File: config.mk
export PLATFORM = sky130hd
export DESIGN_NAME = irq_ctrl_bank
export DESIGN_NICKNAME = d
export VERILOG_FILES = /design/src/rtl/irq_bank_pkg.sv /design/src/rtl/irq_bus_decode.sv /design/src/rtl/irq_edge_detect.sv /design/src/rtl/irq_prio_regs.sv /design/src/rtl/irq_line_state.sv /design/src/rtl/irq_pick.sv /design/src/rtl/irq_ctrl_bank.sv
export SDC_FILE = /design/constraint.sdc
export NUM_CORES = 1
export LEC_CHECK = 0
export ABC_AREA = 1
export BUFFER_PORTS_ARGS = -buffer_cell sky130_fd_sc_hd__buf_2
export CAP_MARGIN = 0
export CORE_ASPECT_RATIO = 1.5
export CORE_MARGIN = 3
export CORE_UTILIZATION = 25
export DETAILED_ROUTE_END_ITERATION = 8
export PLACE_DENSITY_LB_ADDON = 0.08
export SYNTH_ARGS = -nofsm -noshare
export SYNTH_HDL_FRONTEND = slang
export SYNTH_SLANG_ARGS = --single-unit
File: constraint.sdc
create_clock -name clk_i -period 18.97 [get_ports clk_i]
set_input_delay 1.897 -clock clk_i [delete_from_list [all_inputs] [get_ports clk_i]]
set_output_delay 1.897 -clock clk_i [all_outputs]
set_load 0.1 [all_outputs]
File: src/rtl/irq_bank_pkg.sv
package irq_bank_pkg;
  localparam logic [11:0] OFS_SET_EN  = 12'h000;
  localparam logic [11:0] OFS_CLR_EN  = 12'h180;
  localparam logic [11:0] OFS_SET_PND = 12'h200;
  localparam logic [11:0] OFS_CLR_PND = 12'h280;
  localparam logic [11:0] OFS_ACT     = 12'h300;
  localparam logic [11:0] OFS_PRIO    = 12'h400;

  typedef enum logic [2:0] {
    REG_NONE,
    REG_SET_EN,
    REG_CLR_EN,
    REG_SET_PND,
    REG_CLR_PND,
    REG_ACT,
    REG_PRIO
  } reg_sel_e;
endpackage

File: src/rtl/irq_bus_decode.sv
module irq_bus_decode
  import irq_bank_pkg::*;
#(
  parameter int ADDR_W   = 12,
  parameter int NUM_REGS = 8,
  parameter int IDX_W    = 3
) (
  input  logic [ADDR_W-1:0] addr_i,
  output reg_sel_e          sel_o,
  output logic [IDX_W-1:0]  idx_o
);
  localparam logic [ADDR_W-1:0] PRIO_LO = ADDR_W'(OFS_PRIO);
  localparam logic [ADDR_W-1:0] PRIO_HI = ADDR_W'(OFS_PRIO + 4 * NUM_REGS);

  always_comb begin
    sel_o = REG_NONE;
    idx_o = addr_i[2 +: IDX_W];
    if (addr_i[1:0] == 2'b00) begin
      if      (addr_i == ADDR_W'(OFS_SET_EN))  sel_o = REG_SET_EN;
      else if (addr_i == ADDR_W'(OFS_CLR_EN))  sel_o = REG_CLR_EN;
      else if (addr_i == ADDR_W'(OFS_SET_PND)) sel_o = REG_SET_PND;
      else if (addr_i == ADDR_W'(OFS_CLR_PND)) sel_o = REG_CLR_PND;
      else if (addr_i == ADDR_W'(OFS_ACT))     sel_o = REG_ACT;
      else if (addr_i >= PRIO_LO && addr_i < PRIO_HI) sel_o = REG_PRIO;
    end
  end
endmodule

File: src/rtl/irq_edge_detect.sv
module irq_edge_detect #(
  parameter int N = 32
) (
  input  logic         clk_i,
  input  logic         rst_ni,
  input  logic [N-1:0] irq_i,
  output logic [N-1:0] rise_o
);
  logic [N-1:0] irq_q;

  always_ff @(posedge clk_i or negedge rst_ni) begin
    if (!rst_ni) irq_q <= '0;
    else         irq_q <= irq_i;
  end

  assign rise_o = irq_i & ~irq_q;
endmodule

File: src/rtl/irq_prio_regs.sv
module irq_prio_regs #(
  parameter int N        = 32,
  parameter int PW       = 2,
  parameter int NUM_REGS = 8,
  parameter int IDX_W    = 3,
  parameter int FIELD_W  = 8,
  parameter int DATA_W   = 32
) (
  input  logic                  clk_i,
  input  logic                  rst_ni,
  input  logic                  we_i,
  input  logic [IDX_W-1:0]      idx_i,
  input  logic [3:0][PW-1:0]    fld_i,
  output logic [N-1:0][PW-1:0]  prio_o,
  output logic [DATA_W-1:0]     rd_word_o
);
  logic [N-1:0][PW-1:0] prio_q;

  for (genvar i = 0; i < N; i++) begin : g_line
    always_ff @(posedge clk_i or negedge rst_ni) begin
      if (!rst_ni)
        prio_q[i] <= '0;
      else if (we_i && idx_i == IDX_W'(i / 4))
        prio_q[i] <= fld_i[i % 4];
    end
  end

  // stored bits land at the top of each byte field, the rest read 0
  always_comb begin
    rd_word_o = '0;
    for (int i = 0; i < N; i++) begin
      if (idx_i == IDX_W'(i / 4))
        rd_word_o[(i % 4) * FIELD_W + FIELD_W - 1 -: PW] = prio_q[i];
    end
  end

  assign prio_o = prio_q;
endmodule

File: src/rtl/irq_line_state.sv
module irq_line_state #(
  parameter int N    = 32,
  parameter int ID_W = 5
) (
  input  logic            clk_i,
  input  logic            rst_ni,
  input  logic [N-1:0]    set_en_i,
  input  logic [N-1:0]    clr_en_i,
  input  logic [N-1:0]    set_pnd_i,
  input  logic [N-1:0]    clr_pnd_i,
  input  logic [N-1:0]    rise_i,
  input  logic            ack_i,
  input  logic            eos_i,
  input  logic            sel_valid_i,
  input  logic [ID_W-1:0] sel_id_i,
  output logic [N-1:0]    en_o,
  output logic [N-1:0]    pnd_o,
  output logic [N-1:0]    act_o
);
  logic [N-1:0]    en_q, pnd_q, act_q;
  logic [N-1:0]    ack_mask, eos_mask;
  logic            svc_q;
  logic [ID_W-1:0] svc_id_q;
  logic            ack_fire;

  assign ack_fire = ack_i & sel_valid_i;
  assign ack_mask = ack_fire ? (N'(1) << sel_id_i) : '0;
  assign eos_mask = (eos_i && svc_q) ? (N'(1) << svc_id_q) : '0;

  always_ff @(posedge clk_i or negedge rst_ni) begin
    if (!rst_ni) begin
      en_q     <= '0;
      pnd_q    <= '0;
      act_q    <= '0;
      svc_q    <= 1'b0;
      svc_id_q <= '0;
    end else begin
      en_q  <= (en_q | set_en_i) & ~clr_en_i;
      // hardware edge beats any clear in the same cycle
      pnd_q <= ((pnd_q | set_pnd_i) & ~clr_pnd_i & ~ack_mask) | rise_i;
      act_q <= (act_q & ~eos_mask) | ack_mask;
      if (ack_fire) begin
        svc_q    <= 1'b1;
        svc_id_q <= sel_id_i;
      end else if (eos_i) begin
        svc_q    <= 1'b0;
      end
    end
  end

  assign en_o  = en_q;
  assign pnd_o = pnd_q;
  assign act_o = act_q;
endmodule

File: src/rtl/irq_pick.sv
module irq_pick #(
  parameter int N    = 32,
  parameter int PW   = 2,
  parameter int ID_W = 5
) (
  input  logic [N-1:0]          cand_i,
  input  logic [N-1:0][PW-1:0]  prio_i,
  output logic                  valid_o,
  output logic [ID_W-1:0]       id_o,
  output logic [PW-1:0]         prio_o
);
  // strict less-than keeps the lower index on ties
  always_comb begin
    valid_o = 1'b0;
    id_o    = '0;
    prio_o  = '0;
    for (int i = 0; i < N; i++) begin
      if (cand_i[i] && (!valid_o || prio_i[i] < prio_o)) begin
        valid_o = 1'b1;
        id_o    = ID_W'(i);
        prio_o  = prio_i[i];
      end
    end
  end
endmodule

File: src/rtl/irq_ctrl_bank.sv
module irq_ctrl_bank
  import irq_bank_pkg::*;
#(
  parameter  int NUM_IRQ = 32,
  parameter  int ADDR_W  = 12,
  parameter  int DATA_W  = 32,
  parameter  int PRIO_W  = 2,
  localparam int ID_W    = $clog2(NUM_IRQ)
) (
  input  logic               clk_i,
  input  logic               rst_ni,
  input  logic [ADDR_W-1:0]  bus_addr_i,
  input  logic [DATA_W-1:0]  bus_wdata_i,
  input  logic               bus_we_i,
  output logic [DATA_W-1:0]  bus_rdata_o,
  input  logic [NUM_IRQ-1:0] irq_i,
  input  logic               ack_i,
  input  logic               eos_i,
  output logic [ID_W-1:0]    sel_id_o,
  output logic               sel_valid_o,
  output logic [PRIO_W-1:0]  sel_prio_o
);
  localparam int FIELD_W  = DATA_W / 4;
  localparam int NUM_REGS = (NUM_IRQ + 3) / 4;
  localparam int IDX_W    = (NUM_REGS > 1) ? $clog2(NUM_REGS) : 1;

  reg_sel_e                    reg_sel;
  logic [IDX_W-1:0]            prio_idx;
  logic [NUM_IRQ-1:0]          wr_bits;
  logic [NUM_IRQ-1:0]          set_en, clr_en, set_pnd, clr_pnd;
  logic [NUM_IRQ-1:0]          rise, en_q, pnd_q, act_q;
  logic [3:0][PRIO_W-1:0]      prio_fld;
  logic [NUM_IRQ-1:0][PRIO_W-1:0] prio;
  logic [DATA_W-1:0]           prio_rd;
  logic                        prio_we;

  irq_bus_decode #(
    .ADDR_W(ADDR_W), .NUM_REGS(NUM_REGS), .IDX_W(IDX_W)
  ) u_dec (
    .addr_i(bus_addr_i), .sel_o(reg_sel), .idx_o(prio_idx)
  );

  assign wr_bits = bus_wdata_i[NUM_IRQ-1:0];
  assign set_en  = (bus_we_i && reg_sel == REG_SET_EN)  ? wr_bits : '0;
  assign clr_en  = (bus_we_i && reg_sel == REG_CLR_EN)  ? wr_bits : '0;
  assign set_pnd = (bus_we_i && reg_sel == REG_SET_PND) ? wr_bits : '0;
  assign clr_pnd = (bus_we_i && reg_sel == REG_CLR_PND) ? wr_bits : '0;
  assign prio_we = bus_we_i && reg_sel == REG_PRIO;

  for (genvar k = 0; k < 4; k++) begin : g_fld
    assign prio_fld[k] = bus_wdata_i[k * FIELD_W + FIELD_W - 1 -: PRIO_W];
  end

  irq_edge_detect #(.N(NUM_IRQ)) u_edge (
    .clk_i(clk_i), .rst_ni(rst_ni), .irq_i(irq_i), .rise_o(rise)
  );

  irq_line_state #(.N(NUM_IRQ), .ID_W(ID_W)) u_state (
    .clk_i(clk_i), .rst_ni(rst_ni),
    .set_en_i(set_en), .clr_en_i(clr_en),
    .set_pnd_i(set_pnd), .clr_pnd_i(clr_pnd),
    .rise_i(rise), .ack_i(ack_i), .eos_i(eos_i),
    .sel_valid_i(sel_valid_o), .sel_id_i(sel_id_o),
    .en_o(en_q), .pnd_o(pnd_q), .act_o(act_q)
  );

  irq_prio_regs #(
    .N(NUM_IRQ), .PW(PRIO_W), .NUM_REGS(NUM_REGS), .IDX_W(IDX_W),
    .FIELD_W(FIELD_W), .DATA_W(DATA_W)
  ) u_prio (
    .clk_i(clk_i), .rst_ni(rst_ni), .we_i(prio_we), .idx_i(prio_idx),
    .fld_i(prio_fld), .prio_o(prio), .rd_word_o(prio_rd)
  );

  irq_pick #(.N(NUM_IRQ), .PW(PRIO_W), .ID_W(ID_W)) u_pick (
    .cand_i(en_q & pnd_q), .prio_i(prio),
    .valid_o(sel_valid_o), .id_o(sel_id_o), .prio_o(sel_prio_o)
  );

  always_comb begin
    unique case (reg_sel)
      REG_SET_EN, REG_CLR_EN:   bus_rdata_o = DATA_W'(en_q);
      REG_SET_PND, REG_CLR_PND: bus_rdata_o = DATA_W'(pnd_q);
      REG_ACT:                  bus_rdata_o = DATA_W'(act_q);
      REG_PRIO:                 bus_rdata_o = prio_rd;
      default:                  bus_rdata_o = '0;
    endcase
  end
endmodule

==> Yosys cells after proc, flatten, opt, wreduce, memory -nomap -nowiden <==
Cells that the tools add are included.
{ "totals": {"latch_bits": 0, "ram_bits": 0, "output_inout_bits": 40, "reg_bits": 198, "mem_count": 0, "inputBits": 81, "rom_bits": 0, "word_cells": 363} }
{ "op_classes": {"shifts": 2, "div_mod_pow": 0, "n_addsub": 0, "n_mux": 143, "n_eq_ne": 17, "reduce_logical": 114, "n_mul": 0, "magnitude_cmp": 33, "bitwise": 16} }
{ "op_table": {"columns": ["operator", "n"], "rows": [
  ["32-bit AND", 6],
  ["32-bit two-way mux", 6],
  ["32-bit inverter", 5],
  ["2-bit two-way mux", 66],
  ["32-bit bitwise OR", 4],
  ["32-bit case mux with 4 select lines", 1],
  ["5-bit two-way mux", 16],
  ["1-bit by 5-bit left shift with 32-bit output, first input constant", 2],
  ["2-bit < comparator", 31],
  ["1-bit logical AND", 46],
  ["12-bit by 10-bit equality test with 1-bit output, second input constant", 3],
  ["1-bit two-way mux", 35],
  ["3-bit two-way mux", 11],
  ["4-bit two-way mux", 8],
  ["1-bit logical NOT", 31],
  ["1-bit logical OR", 31],
  ["3-bit equality test, second input constant", 7],
  ["12-bit by 9-bit equality test with 1-bit output, second input constant", 1],
  ["3-bit by 2-bit equality test with 1-bit output, second input constant", 4],
  ["12-bit by 11-bit >= comparator with 1-bit output, second input constant", 1],
  ["12-bit logical NOT", 1],
  ["12-bit by 11-bit < comparator with 1-bit output, second input constant", 1],
  ["3-bit by 1-bit equality test with 1-bit output, second input constant", 2],
  ["2-bit OR reduction", 2],
  ["other kinds (4)", 4]
]} }

==> Depth between registers and ports, before layout <==
Gate-level depths: netlist of run 1.
{ "depth": {"ltp_word": 131, "mapped_depth": 200, "ltp_nobuf": 200} }

==> Modules after synthesis <==
Synthesis of run 1 repeated with hierarchy kept, for this count alone.
{ "unflattened": {"hier_cells": 2149, "area_unflattened_um2": 14203.6} }
{ "modules_own_cells": {"columns": ["module", "area_per_inst_um2", "cells_each", "seq_area_each_um2", "n_inst"], "rows": [
  ["irq_line_state", 4321.6, 528, 2552.4, 1],
  ["irq_prio_regs", 3166.8, 356, 1601.5, 1],
  ["irq_pick", 2775.2, 615, 0.0, 1],
  ["irq_ctrl_bank", 2586.2, 505, 0.0, 1],
  ["irq_edge_detect", 1121.1, 96, 800.8, 1],
  ["irq_bus_decode", 232.7, 49, 0.0, 1]
]} }

==> Worst setup path before layout of run 1 <==
No wires, ideal clock.
{ "synth_timing": {"path_type": "flip-flop to output port", "start": "register u_state.pnd_q[0], in the netlist u_state.pnd_o[0]", "end": "output port sel_prio_o[0]", "arrival_ns": 17.374, "t_required_ns": 17.073, "path_buffers": 1, "path_stages_with_launch": 191, "setup_slack_ns": -0.301, "cell_sequence": "dfrtp_1 > nand2_1 > inv_2 > nand2_1 > ha_1 > nand2_1 > nand2_1 > nand2_2 > nand2_2 > o21ai_0 > ha_1 > nand2_1 > nand2_1 > nand2_2 > nand2_2 > o21ai_0 > ha_1 > nand2_1 > [155 not listed] > nand2_1 > nand2_1 > nand2_1 > nand2_2 > o21ai_0 > ha_1 > nand2_1 > nand2_1 > nand2_2 > nand2_4 > o21ai_0 > ha_1 > nand2_1 > nand2_2 > nand2_4 > nand2_4 > buf_6 > o21ai_0"} }
{ "synth_via": {"elab_chain_cells": 126, "word_cells_on_any_way": 188, "cone_classes": "order compare: 31; mux: 63; bitwise: 1; reduce/logical: 93"} }
{ "synth_rtl": {"columns": ["item", "line", "source"], "rows": [
  ["start, declared", "irq_line_state.sv:20", "logic [N-1:0] en_q, pnd_q, act_q;"],
  ["start signal, assigned", "irq_line_state.sv:40", "pnd_q <= ((pnd_q | set_pnd_i) & ~clr_pnd_i & ~ack_mask) | rise_i;"],
  ["32-bit AND (*)", "irq_ctrl_bank.sv:76", ".cand_i(en_q & pnd_q), .prio_i(prio),"],
  ["2-bit two-way mux / 1-bit two-way mux (equally long branches)", "irq_pick.sv:18", "if (cand_i[i] && (!valid_o || prio_i[i] < prio_o)) begin"],
  ["2-bit < comparator / 1-bit logical NOT (equally long branches)", "irq_pick.sv:18", null],
  ["1-bit logical OR", "irq_pick.sv:18", null],
  ["1-bit logical AND", "irq_pick.sv:18", null],
  ["2-bit two-way mux / 1-bit two-way mux (equally long branches)", "irq_pick.sv:18", null],
  ["2-bit < comparator / 1-bit logical NOT (equally long branches)", "irq_pick.sv:18", null],
  ["1-bit logical OR", "irq_pick.sv:18", null],
  ["[110 not listed]", null, null],
  ["2-bit < comparator / 1-bit logical NOT (equally long branches)", "irq_pick.sv:18", null],
  ["1-bit logical OR", "irq_pick.sv:18", null],
  ["1-bit logical AND", "irq_pick.sv:18", null],
  ["2-bit two-way mux / 1-bit two-way mux (equally long branches)", "irq_pick.sv:18", null],
  ["2-bit < comparator / 1-bit logical NOT (equally long branches)", "irq_pick.sv:18", null],
  ["1-bit logical OR", "irq_pick.sv:18", null],
  ["1-bit logical AND", "irq_pick.sv:18", null],
  ["2-bit two-way mux (*)", "irq_pick.sv:18", null],
  ["end, declared", "irq_ctrl_bank.sv:21", "output logic [PRIO_W-1:0] sel_prio_o"]
]} }
Every way passes the cells marked *; elsewhere a longest branch is shown, timed or not.

==> Worst setup path in the final report of run 1 <==
{ "layout_timing": {"start": "register u_prio.prio_q (netlist bit u_prio.prio_o[1])", "end": "output port sel_id_o[3]"} }
{ "layout_via": {"elab_chain_cells": 125, "word_cells_on_any_way": 208, "cone_classes": "order compare: 31; mux: 85; reduce/logical: 92"} }
{ "layout_rtl": {"columns": ["item", "line", "source"], "rows": [
  ["start, declared", "irq_prio_regs.sv:17", "logic [N-1:0][PW-1:0] prio_q;"],
  ["start signal, assigned by index", "irq_prio_regs.sv:24", "prio_q[i] <= fld_i[i % 4];"],
  ["2-bit two-way mux (*)", "irq_pick.sv:18", null],
  ["2-bit < comparator", "irq_pick.sv:18", null],
  ["1-bit logical OR", "irq_pick.sv:18", null],
  ["1-bit logical AND", "irq_pick.sv:18", null],
  ["2-bit two-way mux / 1-bit two-way mux (equally long branches)", "irq_pick.sv:18", null],
  ["2-bit < comparator / 1-bit logical NOT (equally long branches)", "irq_pick.sv:18", null],
  ["1-bit logical OR", "irq_pick.sv:18", null],
  ["1-bit logical AND", "irq_pick.sv:18", null],
  ["[109 not listed]", null, null],
  ["2-bit < comparator / 1-bit logical NOT (equally long branches)", "irq_pick.sv:18", null],
  ["1-bit logical OR", "irq_pick.sv:18", null],
  ["1-bit logical AND", "irq_pick.sv:18", null],
  ["2-bit two-way mux / 1-bit two-way mux (equally long branches)", "irq_pick.sv:18", null],
  ["2-bit < comparator / 1-bit logical NOT (equally long branches)", "irq_pick.sv:18", null],
  ["1-bit logical OR", "irq_pick.sv:18", null],
  ["1-bit logical AND", "irq_pick.sv:18", null],
  ["5-bit two-way mux (*)", "irq_pick.sv:18", null],
  ["end, declared", "irq_ctrl_bank.sv:19", "output logic [ID_W-1:0] sel_id_o,"]
]} }
Marks and branches as above.

==> metrics.md, run 1 <==
| Metric | Value |
|---|---|
| F_max | `0.0519 GHz` |
| Asr flop ratio synth | `100%` |
| Register bit count reported by yosys | `198` |
| CTS tree | `yes` |
| Overflow after GRT | `0` |
| Die Y | `281 um` |
| Met3 wire len | `1.25 mm` |
| WL/cell | `18.7 um` |
| Die extent in x | `190 um` |
| Final-report setup violation count | `7` |
| Post-synth net total | `1980` |
| Post-synth top area share | `39.2%` |
| Mean Syn Cell Area | `6.68 sq um` |
| Worst Path Required | `17.07 ns` |
| Cell taking the most area after synthesis | `dfrtp_1` |
| Failing checks | `negative setup slack` |
| Layout Cell Area excl Fill | `0.0160 sq mm` |
| First-pass GRT wire length | `76.6 mm` |
| Cts hold-fix bufs | `0` |
| Most used cell, CP | `nand2_2` |
| CP peak stage delay | `0.47 ns` |
| CP endpoint kind | `output port` |
| Setup CP Type | `reg2out` |
| HP Class | `reg2reg` |
| Buffers added on ports | `120` |
| ANT cells | `0` |
| Status | `finished with violations` |
| Final Core Density | `32.2%` |
| Fin worst setup slack | `-0.300 ns` |
| Clock latency on the worst-skew pair | `0.47 ns` |
| Max Slew Vio Count | `0` |
| CTS clock-pin slew for the worst setup and hold paths | `0.07 ns` |
| Ys flop type | `dfrtp_1` |
| Tmin final | `19.27 ns` |
| Fin. Hold Viols | `0` |
| Nets | `2170` |
| M1 WL | `21.6 mm` |
| Hold WS | `0.418 ns` |
| Max_slew headroom | `34.0%` |
| Number of max-cap violations | `0` |
| Max Buffers Root-to-Sink | `2` |
| Clock root buffer master | `clkbuf_16` |
| Delay-heaviest family, CP | `simple AND/OR/NAND/NOR gates` |
| Tcrit/Tclk final | `102%` |
| Top Metal Used | `met4` |
| DR iter-0 viols | `799` |
| Metal2 WL | `26.7 mm` |
| Routed vias | `12800` |
| Fraction of layout cells with a size suffix above 1 | `22.1%` |
| DRC | `0` |
| Synth top area cells | `dfrtp_1 39%, nand2_1 15%, inv_1 12%` |
| CTS H-tree lvls | `4` |
| Arr. time, crit path | `17.37 ns` |
| Setup Skew | `0.0222 ns` |
| Critical-path maximum fanout | `6` |
| Antenna violations before repair | `0` |
| Boundary pin count | `121` |
| Largest net degree at the start of global routing | `73` |
| First-pass detailed-route iteration total | `5` |
| CORE AREA | `0.0498 sq mm` |
| RSZ-0062 raised after global routing | `true` |
| Gr usage total | `19.0%` |
| Initial core utilization | `25.4%` |
| Vias per inst | `4.66` |
| Total clock sinks | `198` |
| Synth Cell Area | `0.0126 sq mm` |
| Cell row count | `100` |
| Worst setup SP type | `register` |
| Synthesis-to-finish area growth | `26.8%` |
| Syn. warnings | `0` |
| Final ANT Viol Nets | `0` |
| Post-synth EDFFs | `0` |
| Slowest cell on the critical path | `dfrtp_1` |
| Register area share after synthesis | `39.2%` |
| Crit path buf inv count | `3` |
| Final WL | `51.5 mm` |
| Number of global-route vias before repair | `12800` |
| Synth cell types | `42` |
| Placed Area | `0.0141 sq mm` |
| Slew @ Worst Pin | `0.990 ns` |
| Total CTS buffers | `17` |
| Syn Inst Count | `1892` |
| DPL Wire Length | `38.3 mm` |
| GPL Wtd Cong | `0.856` |
| Total die area | `0.0534 sq mm` |
==> logic make-up (layout without fill, tap and decap cells) <==
kind of cell	after synthesis	after routing	synth area share (%)
AOI/OAI and AO/OA	334	334	15.2
adders and majority gates	7	7	0.693
buffers and inverters	453	655	13.9
DFF	198	198	39.2
and+or+nand+nor	900	901	31.0
==> synthesized netlist by cell type, drive strengths merged (5+ instances only) <==
cell and instances:
a21oi 23, nand4 15, buf 5, clkbuf 38, o221ai 25, o22ai 30
o211ai 19, nand3 170, clkinv 5, dfrtp 198, inv 403, nor3 19
ha 7, nand2 576, o21ai 217, nor2 117, a22oi 8
==> metrics by stage <==
| stage | instances | setup WS (ns) | TNS (ns) |
|---|---|---|---|
| global placement | 2648 | -0.107 | -0.517 |
| global route | 2758 | -1.98 | -28.86 |
| finish | 2758 | -0.300 | -1.77 |
| detailed placement | 2648 | -0.713 | -4.66 |
| CTS | 2709 | 0.0101 | 0 |
| floorplan | 1892 | 0.319 | 0 |
==> final timing paths <==
path                                   from                end  slack (ns)  cells after the start
min in group asynchronous            rst_ni  u_prio.prio_o[47]        1.38                      1
setup reg to reg           u_prio.prio_o[1]  u_state.pnd_o[11]        1.08                    196
hold / removal             u_edge.irq_q[23]  u_state.pnd_o[23]        0.42                      1
hold reg to reg            u_edge.irq_q[23]  u_state.pnd_o[23]        0.42                      1
max in group asynchronous            rst_ni   u_state.pnd_o[4]       15.38                      3
setup / recovery           u_prio.prio_o[1]        sel_id_o[3]       -0.30                    191
==> flip-flops by register name, indices dropped and copies added, names as in the netlist <==
signal,cells
u_prio.prio_o,64
u_edge.irq_q,32
u_state.act_o,32
u_state.en_o,32
u_state.pnd_o,32
u_state.svc_id_q,5
u_state.svc_q,1
==> repair_timing <==
action                     in CTS  in global routing
pin swaps                      30                 85
buffers inserted               28                 49
gates resized for setup        41                149
cloned                          1                  0
setup endpoints to repair       7                 75
==> layout make-up <==
cell class,instances,area [sq um]
clock inverters,14,180
inverters,408,1540
fillers,5546,33800
well taps,663,830
flip-flops and latches,198,4950
repair buffers,215,1450
clock buffers,18,429
multi-input cells,1242,6650
==> per-layer routing <==
metal	GRT usage, %	vias to the layer above
met5	0	-
met4	7.00	0
met3	2.00	76
met2	35.1	268
met1	22.8	6135
li1	-	6364
==> cell usage in the layout (no fill, tap or decap), types with 5 or more instances in the layout <==
cell type	Yosys	layout
o21ai_0	213	207
dfrtp_1	198	198
buf_2	0	112
buf_12	1	8
nand2_1	513	433
inv_1	399	396
nor2_2	5	14
a22oi_1	8	8
clkinv_8	0	7
nand2_4	4	33
o211ai_1	19	19
nor2_4	0	7
o221ai_1	25	25
inv_2	3	6
clkinv_1	5	5
nand4_1	15	15
nand3_1	163	139
nor2_1	111	95
nand2_2	59	108
nor3_1	17	17
o22ai_1	30	30
nand3_2	7	29
a21oi_1	22	21
buf_4	1	91
clkbuf_16	0	17
Power of run 1 is left out: the tool's default activity adds up to more than one toggle a clock period on the data nets, which glitch-free logic cannot reach.
==> inputs of run 2 (changes only) <==
- CTS_BUF_LIST: default -> sky130_fd_sc_hd__clkbuf_16
- PLACE_DENSITY: default -> 0.47
- PLACE_DENSITY_LB_ADDON: 0.08 -> default
==> run 2 against run 1 <==
  * The run still ends with negative setup slack left
  * Register-to-register slack got worse by 0.61 ns
  * Clock skew down 0.011 ns
  * Routed wire length shrank 2.1%
  * Clock-buffer cell count down 1
  * Fmax shrank 3.5%
  * Critical path type unchanged
  * Critical endpoint is now sel_id_o[2]
  * Largest cell class unchanged
==> metrics.md, run 2 (synthesized netlist as in run 1, its figures left out) <==
| Metric | Value |
|---|---|
| F_max | `0.0501 GHz (-3.5%)` |
| DR iter-0 viols | `957 (+20%)` |
| Delay-heaviest family, CP | `simple AND/OR/NAND/NOR gates` |
| GPL Wtd Cong | `0.908 (+6.1%)` |
| Worst Path Required | `17.07 ns (about the same)` |
| Number of global-route vias before repair | `12700 (-0.70%)` |
| Number of max-cap violations | `0 (unchanged)` |
| Tcrit/Tclk final | `105% (+3.7 points)` |
| Most frequent cells in the layout | `424 x nand2_1, 396 x inv_1, 204 x o21ai_0` |
| First-pass GRT wire length | `73.7 mm (-3.8%)` |
| Cell row count | `100 (unchanged)` |
| Largest net degree at the start of global routing | `89 (+22%)` |
| DRC | `0 (unchanged)` |
| CP endpoint kind | `output port` |
| Total CTS buffers | `17 (unchanged)` |
| Die extent in x | `190 um (unchanged)` |
| Setup Skew | `0.0109 ns (-0.0113 ns)` |
| Gr usage total | `18.0% (-1.0 points)` |
| CTS tree | `yes` |
| Clock root buffer master | `clkbuf_16` |
| Fraction of layout cells with a size suffix above 1 | `24.8% (+2.7 points)` |
| Placed Area | `0.0140 sq mm (-0.37%)` |
| Leading cell type in the layout, fill and taps excluded | `nand2_1` |
| Worst setup SP type | `register` |
| Number of flip-flops in the largest register | `64 (unchanged)` |
| Boundary pin count | `121 (unchanged)` |
| Final ANT Viol Nets | `0 (unchanged)` |
| Synthesis-to-finish area growth | `31.3%` |
| HP Class | `reg2reg` |
| Setup CP Type | `reg2out` |
| Antenna violations before repair | `1 (+1)` |
| Most used cell, CP | `nand2_2` |
| CTS H-tree lvls | `4 (unchanged)` |
| Final-report setup violation count | `7 (unchanged)` |
| Critical-path maximum fanout | `6 (unchanged)` |
| Max_slew headroom | `36.8% (+2.9 points)` |
| Overflow after GRT | `0 (unchanged)` |
| CP peak stage delay | `0.36 ns (-0.11 ns)` |
| Vias per inst | `4.74 (+1.8%)` |
| Die Y | `281 um (unchanged)` |
| Clock latency on the worst-skew pair | `0.46 ns (about the same)` |
| Arr. time, crit path | `18.08 ns (+0.71 ns)` |
| ANT cells | `0 (unchanged)` |
| Initial core utilization | `25.4% (unchanged)` |
| Fin. Hold Viols | `0 (unchanged)` |
| Failing checks | `negative setup slack` |
| Slowest cell on the critical path | `dfrtp_1` |
| Max Buffers Root-to-Sink | `2 (unchanged)` |
| Tmin final | `19.98 ns (+0.706 ns)` |
| Final WL | `50.4 mm (-2.1%)` |
| CORE AREA | `0.0498 sq mm (unchanged)` |
| Max Slew Vio Count | `0 (unchanged)` |
| First-pass detailed-route iteration total | `6 (+1)` |
| DPL Wire Length | `36.4 mm (-4.9%)` |
| Status | `finished with violations` |
| CTS clock-pin slew for the worst setup and hold paths | `0.08 ns (about the same)` |
| Total clock sinks | `198 (unchanged)` |
| Crit path buf inv count | `8 (+5)` |
| Routed vias | `13300 (+3.5%)` |
| Buffers added on ports | `120 (unchanged)` |
| Slew @ Worst Pin | `0.939 ns (-0.0514 ns)` |
| WL/cell | `18.0 um (-3.7%)` |
| Cts hold-fix bufs | `0 (unchanged)` |
| Fin worst setup slack | `-1.01 ns (-0.706 ns)` |
| Layout Cell Area excl Fill | `0.0166 sq mm (+3.6%)` |
| Nets | `2216 (+2.1%)` |
| RSZ-0062 raised after global routing | `true` |
| Total die area | `0.0534 sq mm (unchanged)` |
## run 2: cell types whose count changed in the layout (fill, tap and decap cells not counted), moves of 3 or more
cell	change
nand3_1	-8
nand2_8	+3
bufinv_16	+3
o21ai_0	-3
nand2_2	+7
nand2_1	-9
buf_4	+25
nand3_2	+4
nand3_4	+4
clkinv_8	-7
nor2_2	+4
buf_12	+3
buf_6	+18
## run 2: metal layers
| metal | track usage [%] | wire length, um | share of wire, % |
|---|---|---|---|
| met5 | 0 | 12 | 0.024 |
| met3 | 2.19 | 1790 | 3.5 |
| met2 | 32.7 | 25900 | 51 |
| met4 | 8.00 | 2170 | 4.3 |
| met1 | 21.1 | 20500 | 41 |
## run 2: worst register-to-register path: cells and delay by family, from the launching register on
kind            cells  cell delay (ns)
compound gates      6             1.00
buf+inv            25             3.01
flops               1             0.36
simple gates      159            13.03
fa+ha+maj           4             1.07
## run 2: metrics by stage
step           TNS (ns)  hold slack [ns]  instances  util [%]  setup slack (ns)
3_5_place_dp      -5.23            0.407       2641      28.2            -0.870
3_3_place_gp     -0.251            0.400       2641      28.2            -0.127
6_report          -6.75            0.415       2803      33.4             -1.01
5_1_grt          -61.03            0.437       2803      33.4             -2.43
4_1_cts           -1.01            0.417       2736      30.8            -0.193
2_1_floorplan         0            0.392       1892         -             0.319
## run 2: area by class of cell
class                      count  area [sq um]
sequential                   198          4950
clock inverter                14           179
fill                        5434         33200
timing repair buffer         261          1900
tap                          663           830
clock buffer                  17           425
inverter                     408          1540
multi-input combinational   1242          6780
## run 2: final timing paths
path | startpoint | to | slack (ns) | depth (start not counted)
max | u_state.en_o[0] | sel_id_o[2] | -1.01 | 193
min | u_edge.irq_q[23] | u_state.pnd_o[23] | 0.42 | 1
max reg2reg | u_state.en_o[0] | u_state.pnd_o[30] | 0.47 | 194
min reg2reg | u_edge.irq_q[23] | u_state.pnd_o[23] | 0.42 | 1
max in group asynchronous | rst_ni | u_state.act_o[21] | 16.10 | 2
min in group asynchronous | rst_ni | u_prio.prio_o[45] | 1.43 | 1
## run 2: timing repair
action,CTS,global route
pin swaps,49,152
endpoints found under the setup margin,7,76
hold endpoints to repair,0,0
cloned,1,0
buffers inserted,63,67
resized for setup,48,197
Power of run 2 is left out for the same reason.
==> inputs of run 3 (changes only) <==
- SYNTH_HIERARCHICAL: default -> 1
==> run 3 against run 2 <==
  * The run now ends clean
  * Via count rose by 4.3%
  * Cell count rose by 8.7%
  * Sequential cell count unchanged
  * Clock-buffer cell count stayed put
  * Worst hold slack better by 0.061 ns
  * Critical endpoint is now sel_id_o[4]
  * Largest cell class unchanged
==> metrics.md, run 3 <==
| Metric | Value |
|---|---|
| Number of flip-flops in the largest register | `64 (unchanged)` |
| Most frequent cells in the layout | `446 x nand2_1, 351 x nor2_1, 320 x inv_1` |
| Register area share after synthesis | `34.9% (-4.3 points)` |
| Cell count after placement | `2958 (+12%)` |
| Multi-input gate area | `0.00782 sq mm (+15%)` |
| Initial core utilization | `25.4% (about the same)` |
| Boundary pin count | `121 (unchanged)` |
| Tmin final | `18.88 ns (-1.10 ns)` |
| Arr. time, crit path | `16.98 ns (-1.10 ns)` |
| Slew @ Worst Pin | `0.994 ns (+0.0556 ns)` |
| Routed vias | `13900 (+4.3%)` |
| Total CTS buffers | `17 (unchanged)` |
| GPL Wtd Cong | `0.896 (-1.4%)` |
| WL/cell | `17.5 um (-2.4%)` |
| Die extent in x | `201 um (+5.8%)` |
| CP peak stage delay | `0.38 ns (+0.02 ns)` |
| Synth cell types | `40 (-4.8%)` |
| Final-report setup violation count | `0 (-7)` |
| Overflow after GRT | `0 (unchanged)` |
| Number of global-route vias before repair | `13300 (+4.7%)` |
| Final ANT Viol Nets | `0 (unchanged)` |
| Buffers added on ports | `120 (unchanged)` |
| M1 WL | `20.2 mm (-1.7%)` |
| DPL Wire Length | `40.0 mm (+9.8%)` |
| Largest net degree at the start of global routing | `72 (-19%)` |
| Leading cell type in the layout, fill and taps excluded | `nand2_1` |
| First-pass detailed-route iteration total | `6 (unchanged)` |
| CTS H-tree lvls | `4 (unchanged)` |
| Most used cell, CP | `nand2_2` |
| Post-synth top area share | `34.9% (-4.3 points)` |
| Cell row count | `106 (+6.0%)` |
| Setup Skew | `0.0175 ns (+0.00657 ns)` |
| Syn. warnings | `6 (+6)` |
| First-pass GRT wire length | `79.3 mm (+7.6%)` |
| Synth Cell Area | `0.0142 sq mm (+12%)` |
| Total clock sinks | `198 (unchanged)` |
| RSZ-0062 raised after global routing | `true` |
| Max Buffers Root-to-Sink | `2 (unchanged)` |
| Gr usage total | `17.1% (-0.89 points)` |
| Vias per inst | `4.55 (-4.1%)` |
| Mean Syn Cell Area | `6.61 sq um (-1.1%)` |
| Top-count cell post-synth | `nand2_1` |
| ANT cells | `0 (unchanged)` |
| Hold WS | `0.476 ns (+0.0607 ns)` |
| Register bit count reported by yosys | `198 (unchanged)` |
| F_max | `0.0530 GHz (+5.8%)` |
| Worst Path Required | `17.07 ns (about the same)` |
| Antenna violations before repair | `1 (unchanged)` |
| Post-synth EDFFs | `0 (unchanged)` |
| Leak Pwr | `0.00880 uW` |
| DRC | `0 (unchanged)` |
| Asr flop ratio synth | `100% (unchanged)` |
| CTS tree | `yes` |
| Die Y | `298 um (+5.9%)` |
| CP endpoint kind | `output port` |
| Synthesis-to-finish area growth | `18.1%` |
| Final Core Density | `30.0% (-3.4 points)` |
| Total die area | `0.0598 sq mm (+12%)` |
| Critical-path maximum fanout | `7 (+1)` |
| Cell taking the most area after synthesis | `dfrtp_1` |
| Layout Cells excl Fill | `3047 (+8.7%)` |
| Tcrit/Tclk final | `99.5% (-5.8 points)` |
| Fraction of layout cells with a size suffix above 1 | `23.5% (-1.3 points)` |
| DR iter-0 viols | `950 (-0.73%)` |
| Max Slew Vio Count | `0 (unchanged)` |
| Max VDD drop | `0.0000575 V` |
| Synth top area cells | `dfrtp_1 35%, nand2_1 15%, nor2_1 9.5%` |
| Power Dens Cells | `67.3 mW/mm^2` |
| Post-synth top cells | `554 x nand2_1, 360 x nor2_1, 320 x inv_1` |
| Nets | `2365 (+6.7%)` |
| Worst setup SP type | `register` |
| Final WL | `53.4 mm (+6.1%)` |
| Clock root buffer master | `clkbuf_16` |
| Metal2 WL | `29.4 mm (+14%)` |
| Syn Inst Count | `2149 (+14%)` |
| Sequential Area | `0.00495 sq mm (unchanged)` |
| CORE AREA | `0.0560 sq mm (+12%)` |
| Met3 wire len | `1.93 mm (+7.9%)` |
| Max_slew headroom | `33.7% (-3.1 points)` |
| Number of fill cells | `6254 (+15%)` |
| Clock latency on the worst-skew pair | `0.46 ns (about the same)` |
| Number of max-cap violations | `0 (unchanged)` |
| Status | `finished clean` |
| Top Metal Used | `met5` |
| HP Class | `reg2reg` |
| CTS clock-pin slew for the worst setup and hold paths | `0.08 ns (about the same)` |
| Setup CP Type | `reg2out` |
| Fin. Hold Viols | `0 (unchanged)` |
| Slowest cell on the critical path | `dfrtp_1` |
| Ys flop type | `dfrtp_1` |
run 3: cell types whose count changed after synthesis, moves of 28 or more:
| cell | previous run | this run |
|---|---|---|
| o22ai_1 | 30 | 0 |
| buf_2 | 0 | 28 |
| nor2_2 | 5 | 35 |
| buf_6 | 2 | 31 |
| inv_1 | 399 | 320 |
| nand4_1 | 15 | 103 |
| nand2_1 | 513 | 554 |
| nand3_1 | 163 | 209 |
| clkbuf_1 | 38 | 7 |
| nor2_1 | 111 | 360 |
| o21ai_0 | 213 | 79 |
| buf_4 | 1 | 33 |
run 3: worst paths after layout:
path                                        from           endpoint  slack [ns]  cells after the start
min in group asynchronous                 rst_ni   u_state/en_o[23]        1.38                      1
worst max register to register   u_state/en_o[0]  u_state/pnd_o[10]        1.36                    202
max in group asynchronous                 rst_ni  u_prio/prio_o[24]       16.18                      2
worst max-delay path             u_state/en_o[0]        sel_id_o[4]        0.09                    194
worst min register to register  u_state/act_o[6]   u_state/act_o[6]        0.48                      2
worst min-delay path            u_state/act_o[6]   u_state/act_o[6]        0.48                      2
run 3: metrics by stage:
step           total power (uW)  setup WS, ns  setup TNS (ns)  instance area, sq um
3_3_place_gp                711         0.866               0                 15200
5_1_grt                    1180         -1.33           -9.18                 16800
2_1_floorplan               643          2.27               0                 14300
4_1_cts                    1090       -0.0760          -0.117                 15800
6_report                   1130        0.0915               0                 16800
3_5_place_dp                713         0.194               0                 15200
run 3: worst max-delay path: cells and delay by family (launching register included):
kind / cells / cell delay, ns
AO/OA/AOI/OAI: 4 / 0.50
adder cells (fa/ha/maj): 5 / 1.30
buffers and inverters: 4 / 0.51
flip-flops: 1 / 0.38
AND/OR/NAND/NOR: 181 / 13.80
run 3: what timing repair did:
| action | 4_1_cts | 5_1_grt |
|---|---|---|
| endpoints found under the setup margin | 7 | 76 |
| resized for setup | 14 | 170 |
| hold buffers | 0 | 0 |
| pin swaps | 0 | 105 |
| buffers inserted | 2 | 56 |
run 3: kinds of logic (layout without fill, tap and decap cells):
family	count (synthesis)	in the layout	share of synthesized area [%]
other cells	1	24	0.0264
buf+inv	434	553	14.2
fa+ha+maj	5	5	0.440
flops	198	198	34.9
simple gates	1394	1394	45.7
compound gates	117	117	4.70
run 3: routing by layer:
layer  vias up  track usage [%]
li1       6896                -
met1      6563             18.7
met2       331             33.3
met3        71             1.83
met4         2             6.81
met5         -                0
run 3: power breakdown:
| part | switching, uW | total [uW] | internal [uW] |
|---|---|---|---|
| clock | 187 | 369 | 183 |
| combinational | 205 | 302 | 97.3 |
| sequential | 18.8 | 457 | 438 |
run 3: layout make-up:
| class | count | area share, % |
|---|---|---|
| Multi-Input combinational cell | 1540 | 46.6 |
| Clock buffer | 17 | 2.54 |
| Clock inverter | 14 | 0.761 |
| Timing Repair Buffer | 187 | 7.38 |
| Tap cell | 756 | 5.64 |
| Inverter | 335 | 7.51 |
| Sequential cell | 198 | 29.5 |
Note: power is estimated with default switching activity, not from simulation.
